$ cat config.mk
export PLATFORM = sky130hd
export DESIGN_NAME = ser_dac_front
export DESIGN_NICKNAME = d
export VERILOG_FILES = /design/src/rtl/ser_dac_pkg.sv /design/src/rtl/sdf_sync.sv /design/src/rtl/sdf_shift.sv /design/src/rtl/sdf_update.sv /design/src/rtl/ser_dac_front.sv
export SDC_FILE = /design/constraint.sdc
export NUM_CORES = 1
export LEC_CHECK = 0
export BUFFER_PORTS_ARGS = -buffer_cell sky130_fd_sc_hd__buf_2
export CAP_MARGIN = 40
export CORE_MARGIN = 4
export CORE_UTILIZATION = 40
export CTS_CLUSTER_DIAMETER = 100
export CTS_CLUSTER_SIZE = 12
export DETAILED_ROUTE_END_ITERATION = 8
export SKIP_LAST_GASP = 1
export SLEW_MARGIN = 5
export SYNTH_ARGS = -nofsm -noshare
export SYNTH_HDL_FRONTEND = slang
export SYNTH_SLANG_ARGS = --single-unit
export TNS_END_PERCENT = 5
$ cat constraint.sdc
create_clock -name clk -period 3.54 [get_ports clk]
set_input_delay 0.354 -clock clk [delete_from_list [all_inputs] [get_ports clk]]
set_output_delay 0.354 -clock clk [all_outputs]
set_load 0.1 [all_outputs]
$ cat src/rtl/ser_dac_pkg.sv
package ser_dac_pkg;
   typedef struct packed {
      logic sclk;
      logic sdin;
      logic frame_n;
      logic load_n;
      logic clear_n;
      logic chain;
      logic twos;
   } pin_bus_t;

   localparam int PIN_W = $bits(pin_bus_t);

   localparam pin_bus_t PIN_IDLE = '{sclk: 1'b1, sdin: 1'b0, frame_n: 1'b1,
                                     load_n: 1'b1, clear_n: 1'b1,
                                     chain: 1'b0, twos: 1'b0};
endpackage

$ cat src/rtl/sdf_sync.sv
module sdf_sync #(
   parameter int              W      = 7,
   parameter int              STAGES = 2,
   parameter logic [W-1:0]    IDLE   = '0
) (
   input  logic         clk,
   input  logic         rst_n,
   input  logic [W-1:0] d_i,
   output logic [W-1:0] q_o
);
   logic [W-1:0] stg [STAGES];

   always_ff @(posedge clk or negedge rst_n) begin
      if (!rst_n) stg[0] <= IDLE;
      else        stg[0] <= d_i;
   end

   for (genvar s = 1; s < STAGES; s++) begin : g_stage
      always_ff @(posedge clk or negedge rst_n) begin
         if (!rst_n) stg[s] <= IDLE;
         else        stg[s] <= stg[s-1];
      end
   end

   assign q_o = stg[STAGES-1];
endmodule

$ cat src/rtl/sdf_shift.sv
module sdf_shift #(
   parameter int FRAME_W = 16,
   localparam int CNT_W  = $clog2(FRAME_W + 1)
) (
   input  logic               clk,
   input  logic               rst_n,
   input  logic               sclk_fall,
   input  logic               frame_fall,
   input  logic               frame_low,
   input  logic               chain,
   input  logic               sdin,
   input  logic               load_n_lvl,
   output logic [FRAME_W-1:0] word_o,
   output logic [CNT_W-1:0]   cnt_o,
   output logic               sdo_o,
   output logic               auto_done_o,
   output logic               full_o,
   output logic               auto_mode_o
);
   localparam logic [CNT_W-1:0] LAST = CNT_W'(FRAME_W - 1);
   localparam logic [CNT_W-1:0] TOP  = CNT_W'(FRAME_W);

   logic shift_ok;
   assign shift_ok = sclk_fall && frame_low && (chain || (cnt_o != TOP));

   always_ff @(posedge clk or negedge rst_n) begin
      if (!rst_n) begin
         word_o      <= '0;
         cnt_o       <= '0;
         sdo_o       <= 1'b0;
         auto_done_o <= 1'b0;
         full_o      <= 1'b0;
         auto_mode_o <= 1'b0;
      end else begin
         auto_done_o <= 1'b0;
         if (frame_fall) begin
            auto_mode_o <= !load_n_lvl;
            full_o      <= 1'b0;
         end
         if (!frame_low) begin
            cnt_o <= '0;
         end else if (shift_ok) begin
            word_o <= {word_o[FRAME_W-2:0], sdin};
            if (cnt_o != TOP) cnt_o <= cnt_o + 1'b1;
            if (cnt_o == LAST) begin
               full_o      <= 1'b1;
               auto_done_o <= auto_mode_o;
            end
         end
         if (shift_ok)                sdo_o <= word_o[FRAME_W-1];
         else if (!frame_low && !chain) sdo_o <= 1'b0;
      end
   end
endmodule

$ cat src/rtl/sdf_update.sv
module sdf_update #(
   parameter int FRAME_W = 16,
   parameter int CODE_W  = 12
) (
   input  logic               clk,
   input  logic               rst_n,
   input  logic               auto_done,
   input  logic               load_fall,
   input  logic               auto_mode,
   input  logic               full,
   input  logic               clear_n_lvl,
   input  logic               twos,
   input  logic [FRAME_W-1:0] word,
   output logic               load_evt_o,
   output logic [CODE_W-1:0]  code_o,
   output logic [CODE_W-1:0]  binary_o
);
   assign load_evt_o = auto_done || (load_fall && !auto_mode && full);

   always_ff @(posedge clk or negedge rst_n) begin
      if (!rst_n)           code_o <= '0;
      else if (!clear_n_lvl) code_o <= '0;
      else if (load_evt_o)   code_o <= word[CODE_W-1:0];
   end

   if (CODE_W > 1) begin : g_wide
      assign binary_o = {code_o[CODE_W-1] ^ twos, code_o[CODE_W-2:0]};
   end else begin : g_narrow
      assign binary_o = code_o ^ twos;
   end
endmodule

$ cat src/rtl/ser_dac_front.sv
module ser_dac_front
   import ser_dac_pkg::*;
#(
   parameter int FRAME_W     = 16,
   parameter int CODE_W      = 12,
   parameter int SYNC_STAGES = 2
) (
   input  logic              clk,
   input  logic              rst_n,
   input  logic              bit_clk_i,
   input  logic              data_i,
   input  logic              frame_n_i,
   input  logic              load_n_i,
   input  logic              clear_n_i,
   input  logic              chain_i,
   input  logic              twos_i,
   output logic              data_o,
   output logic [CODE_W-1:0] code_o,
   output logic [CODE_W-1:0] binary_o
);
   localparam int CNT_W = $clog2(FRAME_W + 1);

   initial begin
      assert (FRAME_W >= CODE_W && CODE_W >= 1)
         else $fatal(1, "frame must hold the code");
      assert (SYNC_STAGES >= 2)
         else $fatal(1, "at least two synchronizer stages");
   end

   pin_bus_t pins_raw, pins_s, pins_q;
   assign pins_raw = '{sclk: bit_clk_i, sdin: data_i, frame_n: frame_n_i,
                       load_n: load_n_i, clear_n: clear_n_i,
                       chain: chain_i, twos: twos_i};

   sdf_sync #(.W(PIN_W), .STAGES(SYNC_STAGES), .IDLE(PIN_IDLE)) u_sync (
      .clk(clk), .rst_n(rst_n), .d_i(pins_raw), .q_o(pins_s));

   always_ff @(posedge clk or negedge rst_n) begin
      if (!rst_n) pins_q <= PIN_IDLE;
      else        pins_q <= pins_s;
   end

   logic sclk_fall, frame_fall, load_fall, frame_low;
   assign sclk_fall  = pins_q.sclk    && !pins_s.sclk;
   assign frame_fall = pins_q.frame_n && !pins_s.frame_n;
   assign load_fall  = pins_q.load_n  && !pins_s.load_n;
   assign frame_low  = !pins_s.frame_n;

   logic [FRAME_W-1:0] word;
   logic [CNT_W-1:0]   cnt;
   logic               auto_done, full, auto_mode, load_evt;

   sdf_shift #(.FRAME_W(FRAME_W)) u_shift (
      .clk(clk), .rst_n(rst_n), .sclk_fall(sclk_fall), .frame_fall(frame_fall),
      .frame_low(frame_low), .chain(pins_s.chain), .sdin(pins_s.sdin),
      .load_n_lvl(pins_s.load_n), .word_o(word), .cnt_o(cnt), .sdo_o(data_o),
      .auto_done_o(auto_done), .full_o(full), .auto_mode_o(auto_mode));

   sdf_update #(.FRAME_W(FRAME_W), .CODE_W(CODE_W)) u_update (
      .clk(clk), .rst_n(rst_n), .auto_done(auto_done), .load_fall(load_fall),
      .auto_mode(auto_mode), .full(full), .clear_n_lvl(pins_s.clear_n),
      .twos(pins_s.twos), .word(word), .load_evt_o(load_evt),
      .code_o(code_o), .binary_o(binary_o));
endmodule

== Yosys cells after proc, flatten, opt, wreduce, memory -nomap -nowiden ==
Index checks and enable logic that the tools add are counted.

* Order comparisons: 0
* Muxes and demuxes: 14
* Shift operators: 0
* Add/subtract/negate cells: 1
* Multipliers: 0
* Reduce and logical (&&, ||, !) cells: 20
* Bitwise logic cells: 2
* Eq/ne operators: 3
* Divide/modulo/power cells: 0

{| class="wikitable"
|+ Operators with widths
! kind !! count
|-
| 12-bit two-way mux || 2
|-
| 5-bit two-way mux || 3
|-
| 1-bit two-way mux || 9
|-
| 1-bit logical AND || 8
|-
| 2-bit nonzero test || 3
|-
| 5-bit by 1-bit adder with 5-bit output (second input constant) || 1
|-
| 5-bit by 4-bit equality test with 1-bit output (second input constant) || 1
|-
| 1-bit logical NOT || 5
|-
| 5-bit != test (second input constant) || 1
|-
| 2-bit AND reduction || 2
|-
| 1-bit logical OR || 2
|-
| 2-bit != test (second input constant) || 1
|-
| 1-bit inverter || 1
|-
| 1-bit XOR || 1
|}

* RAM bits: 0
* Memories: 0
* Bits in read-only memories: 0
* Bits in latches: 0
* Register bits: 54

== Logic depth before layout (Yosys ltp) ==
Gate-level depths: netlist of run 1.

* Depth in word-level cells: 7
* Gate-level depth with buffers: 6
* Gate-level depth less buffers: 5

== Cells and area by module ==
A second synthesis of run 1 with hierarchy kept.

* Cells, all modules: 176
* Area total of the unflattened synthesis: 2338.5 µm²

{| class="wikitable"
|+ By module, submodules not included
! module !! times used !! area an instance (µm²) !! cells each !! sequential area each (µm²)
|-
| sdf_shift || 1 || 1148.6 || 82 || 625.6
|-
| sdf_update || 1 || 660.6 || 66 || 300.3
|-
| sdf_sync || 1 || 412.9 || 21 || 360.3
|-
| ser_dac_front || 1 || 116.4 || 7 || 78.8
|}

== Least setup slack after synthesis of run 1 ==
Ideal clock, no wire load.

* Path kind: register to output
* Start point: register u_update.code_o[11]
* End point: output port binary_o[11]
* Required time: 3.186 ns
* Path slack: 0.765 ns
* Path buffers: 0
* Arrival: 2.421 ns
* Stages on the path, launching flop included: 2
* Cell sequence: dfrtp_1 -> xor2_1

* Word-level cells in the longest chain between the ends: 1

{| class="wikitable"
|+ RTL lines
! what !! line !! RTL
|-
| start, declared || sdf_update.sv:15 || <nowiki>output logic [CODE_W-1:0] code_o,</nowiki>
|-
| start signal, assigned || sdf_update.sv:23 || <nowiki>else if (load_evt_o) code_o <= word[CODE_W-1:0];</nowiki>
|-
| 1-bit XOR || sdf_update.sv:27 || <nowiki>assign binary_o = {code_o[CODE_W-1] ^ twos, code_o[CODE_W-2:0]};</nowiki>
|-
| end, declared || ser_dac_front.sv:19 || <nowiki>output logic [CODE_W-1:0] binary_o</nowiki>
|}

No other way between the ends.

== Worst setup path in the final report of run 1 ==
* Start point: register u_shift.cnt_o[0]
* End point: register u_shift.word_o[3]

* Word-level cells in the longest chain between the ends: 4

{| class="wikitable"
|+ RTL lines
! what !! line !! RTL
|-
| start, declared || sdf_shift.sv:14 || <nowiki>output logic [CNT_W-1:0] cnt_o,</nowiki>
|-
| start signal, assigned || sdf_shift.sv:44 || <nowiki>if (cnt_o != TOP) cnt_o <= cnt_o + 1'b1;</nowiki>
|-
| 5-bit != test || sdf_shift.sv:24 || <nowiki>assign shift_ok = sclk_fall && frame_low && (chain || (cnt_o != TOP));</nowiki>
|-
| 1-bit logical OR || sdf_shift.sv:24 ||
|-
| 1-bit logical AND || sdf_shift.sv:24 ||
|-
| 2-bit AND reduction (no source line) || - ||
|-
| end signal, assigned || sdf_shift.sv:43 || <nowiki>word_o <= {word_o[FRAME_W-2:0], sdin};</nowiki>
|-
| end, declared || sdf_shift.sv:13 || <nowiki>output logic [FRAME_W-1:0] word_o,</nowiki>
|}

No other way between the ends.
A chain may end at the register's enable or synchronous reset.

==> reports/results.tsv, run 1 <==
metric	value	unit
syn_nets	178	
skew final	0.00970	ns
pwr/cell area	675	nW/um^2
Final setup viols	0	
Max clock buf depth	2	
met2 usage	0.155	
ys flop type	dfrtp_1	
maximum clock rate	512	MHz
Pleak	0.00125	uW
crit path capture	u_shift.word_o[3]$_DFFE_PN0P_	
clock sink count	54	
R2R Path End	u_shift.word_o[3]$_DFFE_PN0P_	
Resized Gates After CTS	0	
FF+latch count, synth	54	
Area contributors post-synth	dfrtp_1 48%, dfstp_2 13%, mux2_4 6.7%, mux2i_1 5.3%, buf_4 4.0%	
kind of critical path	register to register	
maximum VDD drop	345	uV
Hold Path Class	input pin to asynchronous set/reset pin	
CTS root buf	clkbuf_8	
Design Area, Final	2510	sq um
proportion of layout cells with a drive suffix above 1	0.387	
Nets	205	
Worst Tran Pin Value	0.730	ns
ANT cells	0	
DR iter-0 viols	49	
fin crit share	0.552	
Setup TNS Final	0	ns
slowest stage delay, CP	0.55	ns
CP Launch Type	register	
Initial Utilization	0.411	
DRT Pass-1 Iters	4	
total core area	5470	sq um
largest area contributor in the netlist	dfrtp_1	
status	complete, no violations	
CP startpoint	u_shift.cnt_o[0]$_DFFE_PN0P_	
sequential share of the synthesized area	0.607	
Register-to-Register Path Depth	5	
TritonCTS clock tree	done	
# Post-CTS Setup Buffers	0	
worst flop-to-flop path startpoint	u_shift.cnt_o[0]$_DFFE_PN0P_	
CP max FO	16	
Post-Synthesis Cell Area	2250	sq um
DRC viols	0	
# IOs	34	
detailed placer's ending HPWL	2.27	mm
Cells after Synth	166	
Slowest cell on crit path	o21ai_4	
placed inst area	2400	sq um
Period minus WS final	1.95	ns
number of synthesized flops with an enable pin	0	
met1 GRT Util	0.154	
vias in the first global route	1252	
Port Buffers	33	
share of the synthesized area in the top cell type	0.479	
final slew viol count	0	
synthesized area per cell	13.5	sq um
relative slew slack	0.514	
Hold Buf Count CTS	0	
via count	1211	
clk slew on worst S/H paths	0.10	ns
All-Layer GR Usage	0.112	
most common cell after layout, fill and taps aside	dfrtp_1	
Avg WL per Cell	12.6	um
post-route antenna net violation count	0	
Routability Congestion	0.781	
pin count of the biggest net entering global routing	35	
CP Data Arrival Time	2.15	ns
RSZ-0062 raised after global routing	no	
initial antenna violation count	0	
max-cap violations	0	
area grow syn2layout	11.7	%
GRT Max-Usage Layer	met2	
H-tree depth	2	
commonest non-fill, non-tap cells in the layout	43 x dfrtp_1, 33 x buf_2, 16 x inv_1	
post-synth cell types	31	
Post-synth ARST share	1.00	
Die Wd	83.0	um
latest clock arrival within the worst-skew pair	0.31	ns
number of core rows	27	
Die Ht	83.0	um
R2R Setup Slk	1.59	ns
via-per-instance ratio	4.55	
CTS Buf Count	5	
count of final hold-check violations	0	
die area	6880	sq um
crit-path cells	inv_1 -> ha_1 -> nand4bb_4 -> o21ai_4 -> mux2_2	
final wirelength	3.35	mm
met3 usage	0.0407	
final core occ	0.459	
first-pass GRT wire length	6.09	mm
Warnings, synthesis	0	
Required @ worst endpoint	3.74	ns
GRT overflow	0	
CP endpoint kind	register	
-- through the flow --
stage | hold slack [ns] | total power (uW) | cells | setup WS (ns)
6_report | 0.0861 | 1690 | 266 | 1.59
4_1_cts | 0.115 | 1710 | 266 | 1.58
2_1_floorplan | 0.0584 | 1250 | 166 | 0.765
3_3_place_gp | 0.334 | 1300 | 258 | 1.65
3_5_place_dp | 0.335 | 1300 | 258 | 1.60
5_1_grt | 0.108 | 1780 | 266 | 1.47
-- flip-flops by register name, summed over array words and instances, names as in the netlist --
name / flops
u_shift.auto_mode_o: 1
u_update.code_o: 12
u_sync.stg: 7
u_shift.auto_done_o: 1
pins_q: 3
u_shift.cnt_o: 5
u_shift.full_o: 1
u_shift.sdo_o: 1
u_sync.q_o: 7
u_shift.word_o: 16
-- cells in the mapped netlist, drive strengths merged (2+ instances only) --
master / instances
dfrtp: 43
inv: 16
mux2: 16
buf: 14
nand2: 14
mux2i: 12
dfstp: 11
o21ai: 6
nand3: 5
a21oi: 4
ha: 3
nand2b: 3
a31oi: 2
and3: 2
nor3b: 2
or3: 2
-- power breakdown --
part / internal, uW / leakage [uW] / switching [uW]
Sequential: 698 / 0.000683 / 58.3
Combinational: 103 / 0.000507 / 428
Clock: 208 / 0.0000579 / 198
Total: 1010 / 0.00125 / 685
-- worst min path at each step --
stage,endpoint,start
after floorplan,u_shift.auto_done_o$_DFF_PN0_,rst_n
after global placement,u_sync.q_o[1]$_DFF_PN0_,u_sync.stg[8]$_DFF_PN0_
after detailed placement,u_sync.q_o[5]$_DFF_PN0_,u_sync.stg[12]$_DFF_PN0_
after CTS,u_update.code_o[5]$_DFFE_PN0P_,rst_n
after global routing,u_sync.stg[13]$_DFF_PN1_,bit_clk_i
final,u_update.code_o[5]$_DFFE_PN0P_,rst_n
-- final cells by class --
type                       instances  area [sq um]
multi-input combinational         81           706
timing repair buffer              35           180
clock inverter                     3          40.0
tap                               72          90.1
fill                             523          2960
inverter                          16          60.1
clock buffer                       5          68.8
sequential                        54          1370
-- layer usage --
| layer | wire (um) | share of wire |
|---|---|---|
| met5 | 0 | 0 |
| met4 | 76 | 0.023 |
| met3 | 173 | 0.052 |
| met2 | 1420 | 0.42 |
| met1 | 1680 | 0.50 |
-- kinds of logic after synthesis --
family                   share of synthesized area
flip-flops                                   0.607
AND/OR/NAND/NOR                              0.102
buffers and inverters                       0.0785
multiplexers                                 0.150
AO/OA/AOI/OAI                               0.0412
adder cells (fa/ha/maj)                     0.0167
XOR/XNOR                                   0.00390
-- critical path: cells and delay by family (launching register included) --
| kind | cells | cell delay, ns |
|---|---|---|
| buffers and inverters | 1 | 0.09 |
| AOI/OAI and AO/OA | 1 | 0.55 |
| adders and majority gates | 1 | 0.22 |
| DFF | 1 | 0.41 |
| and+or+nand+nor | 1 | 0.17 |
| muxes | 1 | 0.41 |
Power figures use the tool's default switching activity.
==> inputs of run 2 (changes only) <==
--- a/config.mk
+++ b/config.mk
@@ -5,6 +5,7 @@
 export SDC_FILE = /design/constraint.sdc
 export NUM_CORES = 1
 export LEC_CHECK = 0
+export ABC_AREA = 1
 export BUFFER_PORTS_ARGS = -buffer_cell sky130_fd_sc_hd__buf_2
 export CAP_MARGIN = 40
 export CORE_MARGIN = 4
==> constraint.sdc (replaced) <==
create_clock -name clk -period 1.69 [get_ports clk]
set_input_delay 0.169 -clock clk [delete_from_list [all_inputs] [get_ports clk]]
set_output_delay 0.169 -clock clk [all_outputs]
set_load 0.1 [all_outputs]
==> reports/results.tsv, run 2 <==
metric	value	unit	change
pre-CTS setup slack	0.297	ns	was 1.60 ns
crit path buf inv count	1		unchanged
sequential share of the synthesized area	0.617		was 0.607
met1 GRT Util	0.154		about the same
detailed placer's ending HPWL	2.49	mm	was 2.27 mm
Port Buffers	33		unchanged
Slowest cell on crit path	dfrtp_1		was o21ai_4
pwr/cell area	1140	nW/um^2	was 675 nW/um^2
CP startpoint	u_sync.q_o[0]$_DFF_PN0_		was u_shift.cnt_o[0]$_DFFE_PN0P_
die area	6780	sq um	was 6880 sq um
Avg WL per Cell	11.2	um	was 12.6 um
slowest stage delay, CP	0.44	ns	was 0.55 ns
skew final	0.00953	ns	was 0.00970 ns
status	complete, no violations		unchanged
Max clock buf depth	2		unchanged
Synth Area in Compound Gates	0.0102		was 0.0412
Post-synth ARST share	1.00		unchanged
Hold Path Class	register to register		was input pin to asynchronous set/reset pin
via count	1481		was 1,211
Largest register FFs	16		unchanged
relative slew slack	0.677		was 0.514
most common cell after layout, fill and taps aside	nand2_1		was dfrtp_1
DR iter-0 viols	58		was 49
Pleak	0.00138	uW	was 0.00125 uW
Largest regs	u_shift.word_o (16), u_update.code_o (12)		unchanged
final slew viol count	0		unchanged
pin count of the biggest net entering global routing	55		was 35
R2R Setup Slk	0.28	ns	was 1.59 ns
maximum clock rate	663	MHz	
CP endpoint kind	primary output		was register
Post-Synthesis Cell Area	2210	sq um	was 2250 sq um
Die Wd	82.3	um	was 83.0 um
synthesized area per cell	10.1	sq um	was 13.5 sq um
DRT Pass-1 Iters	4		unchanged
top-count cell post-synth	nand2_1		was dfrtp_1
commonest non-fill, non-tap cells in the layout	63 x nand2_1, 49 x nand3_1, 42 x dfrtp_1		was 43 x dfrtp_1, 33 x buf_2, 16 x inv_1
# Post-CTS Setup Buffers	0		unchanged
CTS root buf	clkbuf_8		unchanged
final wirelength	3.64	mm	was 3.35 mm
XOR/XNOR Fraction of Synth Area	0.00396		was 0.00390
most flop-heavy register	u_shift.word_o		unchanged
via-per-instance ratio	4.57		was 4.55
Worst Tran Pin Value	0.487	ns	was 0.730 ns
fin crit share	0.893		
initial antenna violation count	0		unchanged
total core area	5240	sq um	was 5470 sq um
Register-to-Register Path Depth	5		unchanged
max-cap violations	0		unchanged
maximum VDD drop	500	uV	was 345 uV
met3 usage	0.0390		was 0.0407
Crit path max-delay family	flip-flops		was compound AO/OA/AOI/OAI gates
H-tree depth	2		unchanged
RSZ-0062 raised after global routing	no		unchanged
# IOs	34		unchanged
Routability Congestion	0.796		was 0.781
largest family of logic cells by synthesized area	simple AND/OR/NAND/NOR gates		was multiplexers
mux contribution to synthesized area	0		was 0.150
Required @ worst endpoint	1.52	ns	was 3.74 ns
area share of fa/ha/maj cells after synthesis	0.0170		was 0.0167
CTS Buf Count	5		unchanged
first-pass GRT wire length	6.31	mm	was 6.09 mm
largest area contributor in the netlist	dfrtp_1		unchanged
number of synthesized flops with an enable pin	0		unchanged
GRT Max-Usage Layer	met2		unchanged
CP max FO	1		was 16
syn_nets	230		was 178
Period minus WS final	1.51	ns	
Cells after Synth	218		was 166
number of core rows	26		was 27
kind of critical path	register to primary output		was register to register
area grow syn2layout	17.6	%	was 11.7%
GRT overflow	0		unchanged
post-route antenna net violation count	0		unchanged
Simple-Gate Fraction of Synth Area	0.275		was 0.102
clk slew on worst S/H paths	0.10	ns	about the same
ANT cells	0		unchanged
count of final hold-check violations	0		unchanged
Synth top cells by count	63 x nand2_1, 49 x nand3_1, 43 x dfrtp_1		was 43 x dfrtp_1, 16 x inv_1, 14 x nand2_1
DRC viols	0		unchanged
FF+latch count, synth	54		unchanged
Setup TNS Final	0	ns	unchanged
Die Ht	82.3	um	was 83.0 um
post-synth cell types	24		was 31
Initial Utilization	0.422		was 0.411
Final WS setup	0.182	ns	was 1.59 ns
clock sink count	54		unchanged
latest clock arrival within the worst-skew pair	0.31	ns	about the same
Fillers	494		was 523
TritonCTS clock tree	done		unchanged
crit-path cells	xor2_4 -> buf_2		was inv_1 -> ha_1 -> nand4bb_4 -> o21ai_4 -> mux2_2
multi-input combinational cell area	696	sq um	was 706 sq um
Area contributors post-synth	dfrtp_1 49%, dfstp_2 13%, nand3_1 11%, nand2_1 11%, buf_4 4.1%		was dfrtp_1 48%, dfstp_2 13%, mux2_4 6.7%, mux2i_1 5.3%, buf_4 4.0%
Final setup viols	0		unchanged
All-Layer GR Usage	0.123		was 0.112
Reg area	1370	sq um	about the same
crit path capture	binary_o[11]		was u_shift.word_o[3]$_DFFE_PN0P_
ys flop type	dfrtp_1		unchanged
met2 usage	0.198		was 0.155
CP Launch Type	register		unchanged
Nets	265		was 205
proportion of layout cells with a drive suffix above 1	0.260		was 0.387
vias in the first global route	1387		was 1,252
cell depth of the worst setup path	2		was 5
Warnings, synthesis	0		unchanged
CP Data Arrival Time	1.34	ns	was 2.15 ns
worst flop-to-flop path startpoint	u_sync.q_o[2]$_DFF_PN1_		was u_shift.cnt_o[0]$_DFFE_PN0P_
share of the synthesized area in the top cell type	0.487		was 0.479
R2R Path End	u_update.code_o[3]$_DFFE_PN0P_		was u_shift.word_o[3]$_DFFE_PN0P_
-- run 2: worst reg2reg max path, cell delays in order (launching register included) --
cell	delay, ns
dfstp_2	0.66
inv_1	0.06
nor2_1	0.12
nand2_1	0.25
nand3_1	0.15
nand2_1	0.06
-- run 2: worst min path at each step --
stage,from,end,slack (ns),depth (start not counted)
finish,u_sync.stg[12]$_DFF_PN0_,u_sync.q_o[5]$_DFF_PN0_,0.36,0
CTS,u_sync.stg[12]$_DFF_PN0_,u_sync.q_o[5]$_DFF_PN0_,0.36,0
global route,u_sync.stg[12]$_DFF_PN0_,u_sync.q_o[5]$_DFF_PN0_,0.36,0
global placement,rst_n,u_shift.cnt_o[2]$_DFFE_PN0P_,0.18,2
detailed placement,rst_n,u_shift.cnt_o[3]$_DFFE_PN0P_,0.19,2
floorplan,rst_n,u_shift.auto_done_o$_DFF_PN0_,-0.13,0
-- run 2: area by class of cell --
type,count,share of cell area
Sequential cell,54,0.526
Multi-Input combinational cell,135,0.268
Timing Repair Buffer,46,0.114
Tap cell,70,0.0337
Clock buffer,5,0.0265
Clock inverter,3,0.0173
Inverter,11,0.0159
-- run 2: per-layer routing --
metal / vias up / part of all wire / wire length [um]
met2: 31 / 0.45 / 1630
li1: 770 / - / -
met3: 8 / 0.060 / 217
met5: - / 0 / 0
met1: 672 / 0.47 / 1720
met4: 0 / 0.018 / 66
-- run 2: cells by family (layout without fill, tap and decap cells) --
kind of cell,after synthesis,in the layout
and+or+nand+nor,127,127
AOI/OAI and AO/OA,4,4
adders and majority gates,3,3
DFF,54,54
xor gates and xnor gates,1,1
buffers and inverters,29,65
-- run 2: report_power, final --
group	internal [uW]	total, uW	leakage, uW	switching (uW)
Combinational	113	633	0.000636	519
Clock	441	851	0.0000504	411
Sequential	1400	1490	0.000690	82.3
-- run 2: metrics by stage --
step | std cells | hold slack (ns) | utilization | power, uW | area, sq um
5_1_grt | 324 | 0.359 | 0.496 | 3120 | 2600
3_3_place_gp | 308 | 0.182 | 0.459 | 2130 | 2410
4_1_cts | 324 | 0.356 | 0.496 | 3010 | 2600
2_1_floorplan | 218 | -0.127 | - | 2040 | 2230
6_report | 324 | 0.355 | 0.496 | 2970 | 2600
3_5_place_dp | 308 | 0.186 | 0.459 | 2140 | 2410
-- run 2: what timing repair did --
action	in CTS	in global routing
hold endpoints to repair	50	0
hold buffers	8	0
resized for setup	0	0
==> inputs of run 3 (changes only) <==
--- a/config.mk
+++ b/config.mk
@@ -17,5 +17,6 @@
 export SLEW_MARGIN = 5
 export SYNTH_ARGS = -nofsm -noshare
 export SYNTH_HDL_FRONTEND = slang
+export SYNTH_HIERARCHICAL = 1
 export SYNTH_SLANG_ARGS = --single-unit
 export TNS_END_PERCENT = 5
==> reports/results.tsv, run 3 <==
metric	value	unit	change
Synth top cells by count	75 x nand2_1, 43 x dfrtp_1, 33 x nand3_1		was 63 x nand2_1, 49 x nand3_1, 43 x dfrtp_1
first-pass GRT wire length	6.89	mm	was 6.31 mm
largest area contributor in the netlist	dfrtp_1		unchanged
placed inst area	2460	sq um	was 2410 sq um
clock sink count	54		unchanged
latest clock arrival within the worst-skew pair	0.30	ns	was 0.31 ns
slowest stage delay, CP	0.44	ns	about the same
CP max FO	1		unchanged
Post-Synthesis Cell Area	2340	sq um	was 2210 sq um
Nets	282		was 265
synthesized area per cell	9.64	sq um	was 10.1 sq um
maximum clock rate	670	MHz	was 663 MHz
met3 wire len	192	um	was 217 um
Largest register FFs	16		unchanged
final slew viol count	0		unchanged
Switching Fraction	0.235		was 0.341
H-tree depth	2		unchanged
Port Buffers	33		unchanged
Final setup viols	0		unchanged
Crit path max-delay family	flip-flops		unchanged
syn_nets	255		was 230
ANT cells	0		unchanged
clk slew on worst S/H paths	0.09	ns	was 0.10 ns
Warnings, synthesis	6		was 0
fin crit share	0.883		was 0.893
sequential share of the synthesized area	0.583		was 0.617
Design Area, Final	2640	sq um	was 2600 sq um
Int Pwr	1770	uW	was 1960 uW
count of final hold-check violations	0		unchanged
die area	7140	sq um	was 6780 sq um
via count	1568		was 1,481
detailed placer's ending HPWL	2.63	mm	was 2.49 mm
relative slew slack	0.678		was 0.677
TritonCTS clock tree	done		unchanged
via-per-instance ratio	4.57		about the same
Post-synth ARST share	1.00		unchanged
clock share of power	0.310		was 0.287
final wirelength	3.74	mm	was 3.64 mm
# Post-CTS Setup Buffers	0		unchanged
Setup TNS Final	0	ns	unchanged
proportion of layout cells with a drive suffix above 1	0.251		was 0.260
pin count of the biggest net entering global routing	27		was 55
Routability Congestion	0.813		was 0.796
Reg power frac	0.622		was 0.500
top-count cell post-synth	nand2_1		unchanged
most flop-heavy register	u_shift/word_o		was u_shift.word_o
Slowest cell on crit path	dfrtp_1		unchanged
DRT Pass-1 Iters	4		unchanged
Routed met1 length	1.85	mm	was 1.72 mm
CTS Buf Count	5		unchanged
CTS root buf	clkbuf_8		unchanged
Die Ht	84.5	um	was 82.3 um
CP endpoint kind	primary output		unchanged
max-cap violations	0		unchanged
DR iter-0 viols	72		was 58
Max clock buf depth	2		unchanged
number of core rows	27		was 26
Hold Path Class	input pin to asynchronous set/reset pin		was register to register
crit-path cells	xor2_4 -> buf_2		unchanged
Avg WL per Cell	10.9	um	was 11.2 um
crit path buf inv count	1		unchanged
met2 wire length	1.64	mm	was 1.63 mm
sw power	542	uW	was 1010 uW
Cells after Synth	243		was 218
status	complete, no violations		unchanged
FF+latch count, synth	54		unchanged
share of the synthesized area in the top cell type	0.459		was 0.487
ys flop type	dfrtp_1		unchanged
pwr/cell area	877	nW/um^2	was 1140 nW/um^2
Die Wd	84.5	um	was 82.3 um
Resized Gates After CTS	0		unchanged
commonest non-fill, non-tap cells in the layout	75 x nand2_1, 42 x dfrtp_1, 33 x buf_2, 33 x nand3_1, 18 x inv_1		was 63 x nand2_1, 49 x nand3_1, 42 x dfrtp_1
post-synth cell types	21		was 24
Largest regs	u_shift/word_o (16), u_update/code_o (12)		was u_shift.word_o (16), u_update.code_o (12)
skew final	0.00430	ns	was 0.00953 ns
kind of critical path	register to primary output		unchanged
Initial Utilization	0.418		was 0.422
Period minus WS final	1.49	ns	was 1.51 ns
GRT overflow	0		unchanged
combinational share of power	0.068		was 0.213
All-Layer GR Usage	0.118		was 0.123
post-route antenna net violation count	0		unchanged
total core area	5610	sq um	was 5240 sq um
CP Launch Type	register		unchanged
Hold Buf Count CTS	8		unchanged
DRC viols	0		unchanged
Area contributors post-synth	dfrtp_1 46%, dfstp_2 12%, nand2_1 12%, nand3_1 7.1%, buf_4 6.1%		was dfrtp_1 49%, dfstp_2 13%, nand3_1 11%, nand2_1 11%, buf_4 4.1%
Worst Tran Pin Value	0.487	ns	about the same
# IOs	34		unchanged
most common cell after layout, fill and taps aside	nand2_1		unchanged
initial antenna violation count	0		unchanged
Required @ worst endpoint	1.52	ns	about the same
RSZ-0062 raised after global routing	no		unchanged
CP Data Arrival Time	1.32	ns	was 1.34 ns
maximum VDD drop	372	uV	was 500 uV
number of synthesized flops with an enable pin	0		unchanged
vias in the first global route	1469		was 1,387
Pleak	0.00145	uW	was 0.00138 uW
Fillers	558		was 494
area grow syn2layout	12.5	%	was 17.6%
top routing layer in use	met4		unchanged
## run 3: cell type report
type	instances	area (sq um)	area share
sequential	54	1370	0.519
inverter	20	75.1	0.0285
clock inverter	1	5.00	0.00190
clock buffer	7	86.3	0.0328
tap	72	90.1	0.0342
timing repair buffer	48	298	0.113
multi-input combinational	141	714	0.271
## run 3: kinds of logic after synthesis
logic type,share of synthesized area
AO/OA/AOI/OAI,0.00534
XOR/XNOR,0.00748
adder cells (fa/ha/maj),0.0160
buffers and inverters,0.120
flip-flops,0.583
AND/OR/NAND/NOR,0.268
## run 3: through the flow
stage,cells,utilization,worst slack (ns),hold slack (ns),total power (uW)
3_3_place_gp,327,0.439,0.261,0.00819,1610
5_1_grt,343,0.470,0.0644,0.227,2460
3_5_place_dp,327,0.439,0.234,0.0120,1610
2_1_floorplan,243,-,0.181,-0.127,1550
4_1_cts,343,0.470,0.174,0.213,2360
6_report,343,0.470,0.198,0.223,2310
## run 3: path summary, 6_finish.rpt
path                                               from                             end  slack (ns)  cells past startpoint
setup / recovery                u_sync/q_o[0]$_DFF_PN0_                    binary_o[11]        0.20                      2
hold / removal                                    rst_n    u_shift/cnt_o[2]$_DFFE_PN0P_        0.22                      2
setup reg to reg           u_shift/cnt_o[0]$_DFFE_PN0P_  u_shift/word_o[11]$_DFFE_PN0P_        0.23                      6
hold reg to reg                 u_sync/stg[7]$_DFF_PN0_         u_sync/q_o[0]$_DFF_PN0_        0.35                      0
max in group asynchronous                         rst_n         u_sync/q_o[3]$_DFF_PN1_        0.88                      3
min in group clk                u_sync/stg[7]$_DFF_PN0_         u_sync/q_o[0]$_DFF_PN0_        0.35                      0
## run 3: metal layers
layer  track usage  vias up
met5             0        -
met4        0.0475        0
met3        0.0245        5
met2         0.180       33
met1         0.164      719
li1              -      811
## run 3: worst reg2reg max path: stages (launching register included)
cell and delay, ns:
dfrtp_1 0.43, inv_1 0.09, ha_1 0.21, nand4_4 0.27
nand2_4 0.27, nand2_1 0.07, nand2_1 0.07
## run 3: power by group through the flow
stage	Sequential (uW)	Combinational, uW	Clock [uW]
finish	1440	158	716
global route	1450	188	819
CTS	1440	163	759
detailed placement	1460	148	0
global placement	1460	145	0
floorplan	1430	122	0
